--- src/rtl/imem_pkg.sv ---
`timescale 1ns/1ps
// Shared definitions for the interlocked memory arbiter.
// Assumes a two-bit command field on every requester port.
package imem_pkg;
    typedef enum logic [1:0] {
        CMD_READ     = 2'd0,
        CMD_WRITE    = 2'd1,
        CMD_LOCK_RD  = 2'd2,
        CMD_UNLOCK_WR = 2'd3
    } imem_cmd_e;
endpackage

--- src/rtl/imem_rr_arb.sv ---
`timescale 1ns/1ps
// Round-robin arbiter: grants the first eligible requester starting at a
// rotating pointer, at most one per cycle. Assumes elig is stable within
// a cycle; the pointer moves one past the winner after each grant.
module imem_rr_arb #(
    parameter int N_REQ = 3,
    parameter int IDW   = (N_REQ > 1) ? $clog2(N_REQ) : 1
) (
    input  logic             clk,
    input  logic             rst_n,
    input  logic [N_REQ-1:0] elig,
    output logic [N_REQ-1:0] grant,
    output logic [IDW-1:0]   grant_id,
    output logic             grant_any
);
    logic [IDW-1:0] ptr;

    // Pick the first eligible requester at or after the pointer.
    always_comb begin
        int idx;
        grant     = '0;
        grant_id  = '0;
        grant_any = 1'b0;
        for (int off = 0; off < N_REQ; off++) begin
            idx = (int'(ptr) + off) % N_REQ;
            if (!grant_any && elig[idx]) begin
                grant_any  = 1'b1;
                grant_id   = IDW'(idx);
                grant[idx] = 1'b1;
            end
        end
    end

    // Rotate priority to the requester after the winner.
    always_ff @(posedge clk) begin
        if (!rst_n) begin
            ptr <= '0;
        end else if (grant_any) begin
            ptr <= (grant_id == IDW'(N_REQ - 1)) ? '0 : grant_id + 1'b1;
        end
    end


    grant_onehot_chk: assert property (@(posedge clk) disable iff (!rst_n)
        $onehot0(grant));

    grant_eligible_chk: assert property (@(posedge clk) disable iff (!rst_n)
        (grant & ~elig) == '0);
endmodule

--- src/rtl/imem_lock_table.sv ---
`timescale 1ns/1ps
// Lock table: one lock slot per requester holding a region tag. Flags
// interlock-reads that hit another requester's region, and judges the
// granted command against the lock rules. Assumes one grant per cycle.
module imem_lock_table
    import imem_pkg::*;
#(
    parameter int N_REQ      = 3,
    parameter int IDW        = 2,
    parameter int ADDR_W     = 8,
    parameter int LOCK_SHIFT = 2
) (
    input  logic                          clk,
    input  logic                          rst_n,
    input  logic [N_REQ-1:0][1:0]         req_cmd,
    input  logic [N_REQ-1:0][ADDR_W-1:0]  req_addr,
    input  logic                          grant_any,
    input  logic [IDW-1:0]                grant_id,
    output logic [N_REQ-1:0]              blocked,
    output logic                          grant_err
);
    localparam logic [ADDR_W-1:0] REGION_MASK = {ADDR_W{1'b1}} << LOCK_SHIFT;

    logic [N_REQ-1:0]             lock_vld;
    logic [N_REQ-1:0][ADDR_W-1:0] lock_tag;
    imem_cmd_e                    g_cmd;
    logic [ADDR_W-1:0]            g_tag;
    logic                         g_held;
    logic                         g_hit;
    logic                         unlock_ok;
    logic                         lock_set;

    // Mark interlock-reads whose region is held by another requester.
    always_comb begin
        blocked = '0;
        for (int i = 0; i < N_REQ; i++) begin
            for (int j = 0; j < N_REQ; j++) begin
                if (j != i && lock_vld[j] && imem_cmd_e'(req_cmd[i]) == CMD_LOCK_RD
                    && lock_tag[j] == (req_addr[i] & REGION_MASK)) begin
                    blocked[i] = 1'b1;
                end
            end
        end
    end

    // Judge the granted command against its requester's own lock slot.
    always_comb begin
        g_cmd     = imem_cmd_e'(req_cmd[grant_id]);
        g_tag     = req_addr[grant_id] & REGION_MASK;
        g_held    = lock_vld[grant_id];
        g_hit     = g_held && (lock_tag[grant_id] == g_tag);
        unlock_ok = grant_any && g_cmd == CMD_UNLOCK_WR && g_hit;
        lock_set  = grant_any && g_cmd == CMD_LOCK_RD && !g_held;
        grant_err = grant_any && ((g_cmd == CMD_LOCK_RD && g_held) ||
                                  (g_cmd == CMD_UNLOCK_WR && !g_hit));
    end

    // Set a lock on an accepted interlock-read, drop it on a matching unlock.
    always_ff @(posedge clk) begin
        if (!rst_n) begin
            lock_vld <= '0;
            lock_tag <= '0;
        end else if (lock_set) begin
            lock_vld[grant_id] <= 1'b1;
            lock_tag[grant_id] <= g_tag;
        end else if (unlock_ok) begin
            lock_vld[grant_id] <= 1'b0;
        end
    end

    for (genvar i = 0; i < N_REQ; i++) begin : g_slot_chk

        stall_no_grant_chk: assert property (@(posedge clk) disable iff (!rst_n)
            blocked[i] |-> !(grant_any && grant_id == IDW'(i)));

        lock_taken_chk: assert property (@(posedge clk) disable iff (!rst_n)
            (grant_any && grant_id == IDW'(i) && g_cmd == CMD_LOCK_RD && !lock_vld[i])
            |=> lock_vld[i]);

        unlock_clears_chk: assert property (@(posedge clk) disable iff (!rst_n)
            (unlock_ok && grant_id == IDW'(i)) |=> !lock_vld[i]);

        relock_keeps_chk: assert property (@(posedge clk) disable iff (!rst_n)
            (grant_any && grant_id == IDW'(i) && g_cmd == CMD_LOCK_RD && lock_vld[i])
            |=> (lock_vld[i] && $stable(lock_tag[i])));
        for (genvar j = i + 1; j < N_REQ; j++) begin : g_pair

            lock_exclusive_chk: assert property (@(posedge clk) disable iff (!rst_n)
                !(lock_vld[i] && lock_vld[j] && lock_tag[i] == lock_tag[j]));
        end
    end
endmodule

--- src/rtl/imem_store.sv ---
`timescale 1ns/1ps
// Word store and response register. Executes the granted command one edge
// after the grant decision; rejected commands neither write nor return data.
// Assumes word-indexed addresses (byte address bits [1:0] dropped upstream).
module imem_store
    import imem_pkg::*;
#(
    parameter int IDW    = 2,
    parameter int WIDX_W = 6,
    parameter int DATA_W = 32
) (
    input  logic              clk,
    input  logic              rst_n,
    input  logic              fire,
    input  imem_cmd_e         cmd,
    input  logic [WIDX_W-1:0] word_idx,
    input  logic [DATA_W-1:0] wdata,
    input  logic [IDW-1:0]    id,
    input  logic              err,
    output logic              rsp_valid,
    output logic [IDW-1:0]    rsp_id,
    output logic [DATA_W-1:0] rsp_data,
    output logic              rsp_err
);
    localparam int DEPTH = 1 << WIDX_W;

    logic [DATA_W-1:0] mem [DEPTH];
    logic              do_write;
    logic              do_read;

    // Decode whether the accepted command writes or returns data.
    always_comb begin
        do_write = fire && !err && (cmd == CMD_WRITE || cmd == CMD_UNLOCK_WR);
        do_read  = !err && (cmd == CMD_READ || cmd == CMD_LOCK_RD);
    end

    // Write accepted data into the word array.
    always_ff @(posedge clk) begin
        if (do_write) begin
            mem[word_idx] <= wdata;
        end
    end

    // Register the response for the command accepted this edge.
    always_ff @(posedge clk) begin
        if (!rst_n) begin
            rsp_valid <= 1'b0;
            rsp_id    <= '0;
            rsp_data  <= '0;
            rsp_err   <= 1'b0;
        end else begin
            rsp_valid <= fire;
            if (fire) begin
                rsp_id   <= id;
                rsp_err  <= err;
                rsp_data <= do_read ? mem[word_idx] : '0;
            end
        end
    end


    rsp_follows_chk: assert property (@(posedge clk) disable iff (!rst_n)
        fire |=> rsp_valid);

    rsp_idle_chk: assert property (@(posedge clk) disable iff (!rst_n)
        !fire |=> !rsp_valid);

    err_no_write_chk: assert property (@(posedge clk) disable iff (!rst_n)
        (fire && err) |=> (mem[$past(word_idx)] == $past(mem[word_idx])));
endmodule

--- src/rtl/imem_interlock_arbiter.sv ---
`timescale 1ns/1ps
// Interlocked memory arbiter top. Per-requester valid/ready command ports
// feed a round-robin arbiter; interlock-reads hitting another requester's
// locked region are withheld from arbitration. The granted command runs in
// the word store, and its response appears one cycle after the handshake.
// Assumes 2 <= LOCK_SHIFT <= ADDR_W and byte addresses of 32-bit words.
module imem_interlock_arbiter
    import imem_pkg::*;
#(
    parameter int N_REQ      = 3,
    parameter int ADDR_W     = 8,
    parameter int DATA_W     = 32,
    parameter int LOCK_SHIFT = 2,
    parameter int IDW        = (N_REQ > 1) ? $clog2(N_REQ) : 1
) (
    input  logic                          clk,
    input  logic                          rst_n,
    input  logic [N_REQ-1:0]              req_valid,
    output logic [N_REQ-1:0]              req_ready,
    input  logic [N_REQ-1:0][1:0]         req_cmd,
    input  logic [N_REQ-1:0][ADDR_W-1:0]  req_addr,
    input  logic [N_REQ-1:0][DATA_W-1:0]  req_wdata,
    output logic                          rsp_valid,
    output logic [IDW-1:0]                rsp_id,
    output logic [DATA_W-1:0]             rsp_data,
    output logic                          rsp_err
);
    localparam int WIDX_W = ADDR_W - 2;

    logic [N_REQ-1:0]  blocked;
    logic [N_REQ-1:0]  elig;
    logic [N_REQ-1:0]  grant;
    logic [N_REQ-1:0]  plain_req;
    logic [IDW-1:0]    grant_id;
    logic              grant_any;
    logic              grant_err;
    imem_cmd_e         g_cmd;
    logic [ADDR_W-1:0] g_addr;
    logic [DATA_W-1:0] g_wdata;

    // Eligible requesters: valid and not stalled by another's lock.
    always_comb begin
        elig = req_valid & ~blocked;
        for (int i = 0; i < N_REQ; i++) begin
            plain_req[i] = req_valid[i] && (imem_cmd_e'(req_cmd[i]) == CMD_READ ||
                                            imem_cmd_e'(req_cmd[i]) == CMD_WRITE);
        end
    end

    // Select the granted requester's command fields.
    always_comb begin
        g_cmd   = imem_cmd_e'(req_cmd[grant_id]);
        g_addr  = req_addr[grant_id];
        g_wdata = req_wdata[grant_id];
    end

    assign req_ready = grant;

    imem_rr_arb #(.N_REQ(N_REQ), .IDW(IDW)) u_arb (
        .clk       (clk),
        .rst_n     (rst_n),
        .elig      (elig),
        .grant     (grant),
        .grant_id  (grant_id),
        .grant_any (grant_any)
    );

    imem_lock_table #(
        .N_REQ(N_REQ), .IDW(IDW), .ADDR_W(ADDR_W), .LOCK_SHIFT(LOCK_SHIFT)
    ) u_locks (
        .clk       (clk),
        .rst_n     (rst_n),
        .req_cmd   (req_cmd),
        .req_addr  (req_addr),
        .grant_any (grant_any),
        .grant_id  (grant_id),
        .blocked   (blocked),
        .grant_err (grant_err)
    );

    imem_store #(.IDW(IDW), .WIDX_W(WIDX_W), .DATA_W(DATA_W)) u_store (
        .clk       (clk),
        .rst_n     (rst_n),
        .fire      (grant_any),
        .cmd       (g_cmd),
        .word_idx  (g_addr[ADDR_W-1:2]),
        .wdata     (g_wdata),
        .id        (grant_id),
        .err       (grant_err),
        .rsp_valid (rsp_valid),
        .rsp_id    (rsp_id),
        .rsp_data  (rsp_data),
        .rsp_err   (rsp_err)
    );


    plain_flow_chk: assert property (@(posedge clk) disable iff (!rst_n)
        (|plain_req) |-> grant_any);

    ready_needs_valid_chk: assert property (@(posedge clk) disable iff (!rst_n)
        (req_ready & ~req_valid) == '0);
endmodule

--- config.mk ---
export PLATFORM = sky130hd
export DESIGN_NAME = imem_interlock_arbiter
export DESIGN_NICKNAME = d
export VERILOG_FILES = /design/src/rtl/imem_pkg.sv /design/src/rtl/imem_rr_arb.sv /design/src/rtl/imem_lock_table.sv /design/src/rtl/imem_store.sv /design/src/rtl/imem_interlock_arbiter.sv
export SDC_FILE = /design/constraint.sdc
export NUM_CORES = 2
export LEC_CHECK = 0
export CORE_MARGIN = 5
export CORE_UTILIZATION = 50
export DETAILED_ROUTE_END_ITERATION = 8
export DONT_BUFFER_PORTS = 1
export PLACE_DENSITY = 0.7
export SYNTH_ARGS = -nofsm -noshare
export SYNTH_HDL_FRONTEND = slang
export SYNTH_SLANG_ARGS = --single-unit
export TNS_END_PERCENT = 1
--- constraint.sdc ---
create_clock -name clk -period 9.05 [get_ports clk]
set_input_delay 0.4525 -clock clk [delete_from_list [all_inputs] [get_ports clk]]
set_output_delay 0.4525 -clock clk [all_outputs]
set_load 0.03 [all_outputs]
* Word level (Yosys, flattened, before mapping)
Memories as Yosys holds them, arrays and structs flattened.
Index checks and enable logic that the tools add are counted.
** Storage, ports and cells
- Memories kept :: 1
- Output and inout bits :: 39
- Logic and storage cells :: 135
- RAM bits :: 2048
- Input port bits :: 131
- Register bits :: 65
** Memory list
- u_store.mem :: words 64, bits a word 32, read ports 1, clocked after memory_dff 0, wr ports 1, line imem_store.sv:27 : logic [DATA_W-1:0] mem [DEPTH];
** Operators by class
- Equality and inequality tests :: 14
- Div/mod/pow operators :: 3
- Bitwise operators :: 7
- $lt $le $gt $ge :: 8
- Reduce and logical (&&, ||, !) cells :: 39
- $add $sub $neg :: 3
- Mux-type cells :: 51
** Operators with widths (count)
- $ge A32 B1 Y1 const B :: 3
- $lt A32 B4 Y1 const B :: 3
- $bmux W32 S2 :: 1
- $mod A32 B3 Y32 const B :: 2
- $mux W32 :: 2
- $eq A8 B8 Y1 :: 7
- $bmux W8 S2 :: 2
- $mod A3 B3 Y32 const B :: 1
- $logic_and A1 B1 Y1 :: 29
- $bwmux W24 :: 1
- $mux W8 :: 3
- $mux W1 :: 22
- $demux W8 S2 :: 1
- $mux W3 :: 5
- $eq A2 B2 Y1 const B :: 6
- $mux W2 :: 5
- $or A3 B3 Y3 :: 3
- $bmux W1 S2 :: 4
- $demux W1 S2 :: 4
- $and A3 B3 Y3 :: 2
- $not A3 Y3 :: 2
- $logic_not A1 Y1 :: 5
- $bmux W2 S2 :: 1
- $add A2 B1 Y3 const B :: 1
- other kinds (8) :: 10

* Logic depth before layout (Yosys ltp)
- Depth after elaboration :: 30
- Mapped depth :: 20

* Modules after synthesis
Synthesis repeated with hierarchy kept, for this count alone.
** Unflattened totals
- Cell total of the unflattened synthesis :: 4601
- Area, all modules :: 81803.5 sq um
** Modules (own cells, without submodules)
- imem_store :: times used 1, area an instance 78646.7 sq um, cells an instance 4269
- imem_lock_table :: times used 1, area an instance 1770.4 sq um, cells an instance 181
- imem_interlock_arbiter :: times used 1, area an instance 934.6 sq um, cells an instance 97
- imem_rr_arb :: times used 1, area an instance 451.7 sq um, cells an instance 54

* Worst setup path before layout
OpenSTA, ideal clock, no wires.
- Path kind :: input -> register
- From :: input req_addr[22] in the netlist's numbering
- To :: memory u_store.mem[10][0], enable pin
- Library setup time :: 0.421 ns
- Path buffers :: 3
- Cell stages on the path :: 16
- Arrival :: 4.772 ns
- Slack :: 3.856 ns
- Path through :: buf_4 xor2_1 nor4_4 a21oi_1 a211oi_2 nand2_2 buf_6 o32a_1 nand2_2 xnor2_1 nand4_1 a31oi_1 nor2b_1 clkbuf_1 nand3_1 nor2_1
** On the way
- Word-level cells in the longest chain between the ends :: 29
- Elaborated cells on any way between the ends :: 51
** RTL lines
- start, declared :: line imem_interlock_arbiter.sv:21 : input logic [N_REQ-1:0][ADDR_W-1:0] req_addr,
- $eq A8 B8 Y1 :: line imem_lock_table.sv:39 : && lock_tag[j] == (req_addr[i] & REGION_MASK)) begin
- $logic_and A1 B1 Y1 :: line imem_lock_table.sv:39
- $mux W1 (2 in series) :: line imem_lock_table.sv:38 : if (j != i && lock_vld[j] && imem_cmd_e'(req_cmd[i]) == CMD_LOCK_RD
- $not A3 Y3 :: line imem_interlock_arbiter.sv:43 : elig = req_valid & ~blocked;
- $and A3 B3 Y3 :: line imem_interlock_arbiter.sv:43
- $bmux W1 S2 :: line imem_rr_arb.sv:26 : if (!grant_any && elig[idx]) begin
- $mux W1 (not written as such) (2 in series) :: line imem_rr_arb.sv:26
- $mux W1 :: line imem_rr_arb.sv:26
- [10 not listed]
- $logic_not A1 Y1 :: line imem_lock_table.sv:55 : (g_cmd == CMD_UNLOCK_WR && !g_hit));
- $logic_and A1 B1 Y1 :: line imem_lock_table.sv:55
- $logic_or A1 B1 Y1 :: line imem_lock_table.sv:54 : grant_err = grant_any && ((g_cmd == CMD_LOCK_RD && g_held) ||
- $logic_and A1 B1 Y1 :: line imem_lock_table.sv:54
- $logic_not A1 Y1 :: line imem_store.sv:33 : do_write = fire && !err && (cmd == CMD_WRITE || cmd == CMD_UNLOCK_WR);
- $logic_and A1 B1 Y1 (2 in series) :: line imem_store.sv:33
- $mux W1 :: line imem_store.sv:39 : if (do_write) begin
- $mux W1 (not written as such) :: line imem_store.sv:40 : mem[word_idx] <= wdata;
- end, declared :: line imem_store.sv:27
Parallel ways exist; a longest one is shown, timed or not. The select of a mux whose other input is x is not followed.

* Worst setup path after layout
- From :: register u_locks.lock_tag[10] in the netlist's numbering
- To :: memory u_store.mem[37][2], enable pin
** On the way
- Word-level cells in the longest chain between the ends :: 29
- Elaborated cells on any way between the ends :: 52
** RTL lines
- start, declared :: line imem_lock_table.sv:25 : logic [N_REQ-1:0][ADDR_W-1:0] lock_tag;
- start signal, assigned by index :: line imem_lock_table.sv:65 : lock_tag[grant_id] <= g_tag;
- $eq A8 B8 Y1 :: line imem_lock_table.sv:39
- $logic_and A1 B1 Y1 :: line imem_lock_table.sv:39
- $mux W1 (2 in series) :: line imem_lock_table.sv:38
- $not A3 Y3 :: line imem_interlock_arbiter.sv:43
- $and A3 B3 Y3 :: line imem_interlock_arbiter.sv:43
- $bmux W1 S2 :: line imem_rr_arb.sv:26
- $mux W1 (not written as such) (2 in series) :: line imem_rr_arb.sv:26
- $mux W1 :: line imem_rr_arb.sv:26
- [10 not listed]
- $logic_not A1 Y1 :: line imem_lock_table.sv:55
- $logic_and A1 B1 Y1 :: line imem_lock_table.sv:55
- $logic_or A1 B1 Y1 :: line imem_lock_table.sv:54
- $logic_and A1 B1 Y1 :: line imem_lock_table.sv:54
- $logic_not A1 Y1 :: line imem_store.sv:33
- $logic_and A1 B1 Y1 (2 in series) :: line imem_store.sv:33
- $mux W1 :: line imem_store.sv:39
- $mux W1 (not written as such) :: line imem_store.sv:40
Parallel ways exist; a longest one is shown, timed or not. The select of a mux whose other input is x is not followed.

==> flow_metrics.tcl <==
set metrics [dict create \
    status "finished with violations" \
    violations "max-capacitance violations" \
    syn_nets 5681 \
    setup.worst_path.class "flip-flop to flip-flop" \
    cts.clk_slew.worst_paths_ns 0.07 \
    die_h_microns 414 \
    rsz0062_at_grt "false" \
    dp_hpwl_mm 149 \
    synth-edff-count 2048 \
    final_core_util_pct 56.3 \
    antenna_found_initial 20 \
    synthMuxAreaShare_pct 0.906 \
    grt_util_all_layers_pct 29.0 \
    period_share_pct 83.3 \
    hold_viol 0 \
    cp-startpoint "u_locks.lock_tag[10]" \
    gp_congestion 0.908 \
    avgSynthCellArea_sq_um 14.7 \
    synthSimpleGateAreaFrac_pct 9.51 \
    worst_pin_slew_ns 1.47 \
    synth_seq_cells 2107 \
    synth_cell_types 97 \
    finalSetupViolations 0 \
    pre_cts_slack_ns 1.76 \
    ys_warn_count 0 \
    ir_drop_uv 556 \
    die-area_sq_mm 0.172 \
    synth.most_common_cell "edfxtp_1" \
    synth_top_family_by_area "compound AO/OA/AOI/OAI gates" \
    vias 52700 \
    fin_tns_setup_ns 0 \
    detail-route-antenna-nets 0 \
    num-nets-final 5731 \
    critPathLaunchType "flip-flop" \
    postCtsSetupBuffers 0 \
    root_buffer "clkbuf_16" \
    final.setup_skew_ns 0.0386 \
    synth-seq-area-share_pct 76.7 \
    async_reset_ff_share_pct 0 \
    maxCapViolCount 1 \
    start_util_pct 50.3 \
    port_buffers 0 \
    grt_first_pass_wirelength_mm 361 \
    fin_ws_ns 1.52 \
    ys_top_cells_by_count "edfxtp_1 (2048), nand2_1 (852), nor2_1 (342), o22ai_1 (279), nand3_1 (231)" \
    drt_iter0_markers 8622 \
    cp.required_ns 9.56 \
    synthAdderAreaFrac_pct 0.0735 \
    wl_per_cell_microns 32.4 \
    numCtsBuffers 199 \
    critPathArrivalTime_ns 8.04 \
    cp-end-kind "flip-flop" \
    drive_above_1_share_pct 11.6 \
    dr.pass1.iters 8 \
    syn-instance-count 5546 \
    crit_path_max_fanout 44 \
    grt_pass1_vias 49500 \
    finalWorstPathRequiredPeriod_ns 7.53 \
    syn-cell-area_sq_mm 0.0818 \
    synth_flop_cell "edfxtp_1" \
    synth-compound-area-share_pct 9.97 \
    rows 148 \
    grt_start_max_net_pins 113 \
    max_freq_ghz 0.133 \
    r2r_start "u_locks.lock_tag[10]" \
    io_pins 170 \
    grt_overflow_total 0 \
    area_delta_synth_final_pct 11.9 \
    hold_class "primary input to flip-flop" \
    relSlewSlack_pct 2.05 \
    die_width_microns 414 \
    h-tree-depth 4 \
    synthTopCellsByArea "edfxtp_1 (75%), nand2_1 (3.9%), o22ai_1 (2.1%), nor2_1 (1.6%), dfxtp_1 (1.4%)" \
    synth_xor_xnor_area_share_pct 0.493 \
    cts.sinks 2107 \
    yosys.area.top_type "edfxtp_1" \
    drc 0 \
    hold_start "req_addr[13]" \
    tritoncts "built" \
    p_leak_nw 29.4 \
    power_density_mw_per_mm2 320 \
    wl_mm 258 \
    slew_viol_final 0 \
    core_sq_mm 0.163 \
    worstSkewPairLatency_ns 0.86 \
    cts_buffer_depth 3 \
    vias_per_cell 6.63 \
    synth_top_area_share_pct 75.2 \
]
cells in the final DEF (no fill, tap or decap), drive strengths merged, types with 12 or more instances in the layout:
master | Yosys | layout
inv | 9 | 17
buf | 275 | 217
edfxtp | 2048 | 2048
a22oi | 39 | 39
nand2 | 859 | 859
nand3 | 237 | 237
dfxtp | 59 | 59
o22a | 17 | 17
clkinv | 1 | 91
a211oi | 61 | 61
xnor2 | 25 | 25
a21oi | 176 | 176
clkbuf | 98 | 249
o32a | 37 | 37
nor3 | 130 | 130
or3 | 39 | 39
o21ai | 88 | 88
a311oi | 16 | 16
nor2 | 345 | 345
o221ai | 43 | 43
a32o | 12 | 12
nor4 | 22 | 22
a221oi | 18 | 18
a31oi | 88 | 88
o211ai | 46 | 46
bufinv | 0 | 17
and3 | 76 | 76
o32ai | 74 | 74
a21o | 15 | 15
mux2 | 16 | 16
mux2i | 56 | 56
nand4 | 23 | 23
a32oi | 25 | 25
o22ai | 279 | 279
xor2 | 21 | 21
o31ai | 48 | 48
o2111ai | 17 | 17
worst max-delay path, stage by stage (launching register included):
cell	delay (ns)
dfxtp_1	0.48
xor2_1	0.14
nor3_1	0.42
a21oi_1	0.17
a211oi_2	0.42
nand2_2	0.28
nor2_4	0.90
a221oi_1	0.29
a311oi_1	0.31
nand4_1	0.25
a31oi_1	0.24
nor2b_1	1.01
nand2_1	0.97
nor2_4	0.87
buf_4	0.42
flip-flops by register name, indices dropped and copies added, names as in the netlist, named ones only:
name	cells
u_store.rsp_id	2
u_store.rsp_err	1
u_store.rsp_valid	1
u_store.mem	2048
u_store.rsp_data	32
u_arb.ptr	2
u_locks.lock_tag	18
logic make-up (layout without fill, tap and decap cells):
logic type,Yosys count,count (layout)
fa+ha+maj,5,5
other cells,0,9
buf+inv,383,599
xor+xnor,46,46
compound gates,1159,1159
simple gates,1774,1774
flops,2107,2107
mux,72,72
through the flow:
step           instances  hold WS (ns)  power, mW  area (sq um)
2_1_floorplan       5546         0.475       17.1         81800
3_3_place_gp        7565         0.505       20.8         85100
3_5_place_dp        7565         0.509       20.9         85100
4_1_cts             7937        0.0562       29.0         91500
5_1_grt             7937         0.131       29.9         91500
6_report            7946         0.107       29.3         91500
layout make-up:
class	instances	area, sq um
Antenna cell	9	22.5
Clock buffer	249	5250
Clock inverter	118	1110
Fill cell	12500	71100
Inverter	10	37.5
Multi-Input combinational cell	3056	17900
Sequential cell	2107	62700
Tap cell	2175	2720
Timing Repair Buffer	222	1780
worst paths after layout:
check	to	slack, ns	cells past startpoint
hold / removal	u_locks.lock_tag[13]	0.11	4
setup reg to reg	u_store.mem[37][2]	1.52	14
hold reg to reg	u_locks.lock_tag[22]	0.53	2
setup / recovery	u_store.mem[37][2]	1.52	14
what timing repair did:
| item | CTS | global route |
|---|---|---|
| gates resized for setup | 0 | 0 |
| hold endpoints to repair | 7 | 0 |
| hold buffers | 5 | 0 |
| setup endpoints to repair | 0 | 0 |
per-layer routing:
metal / part of all wire, % / up-vias / track usage [%] / routed length [microns]
met5: 0.023 / - / 0 / 59
met1: 34 / 26300 / 37.2 / 88500
met2: 46 / 3893 / 44.8 / 118000
met3: 13 / 710 / 7.50 / 33200
li1: - / 21800 / - / -
met4: 7.0 / 8 / 17.5 / 18200
power breakdown:
part	internal (mW)	total [mW]	switching, mW
clock	4.60	8.22	3.62
sequential	12.1	12.5	0.354
combinational	1.84	8.55	6.71
No activity file was read; power rests on OpenSTA's default activity.
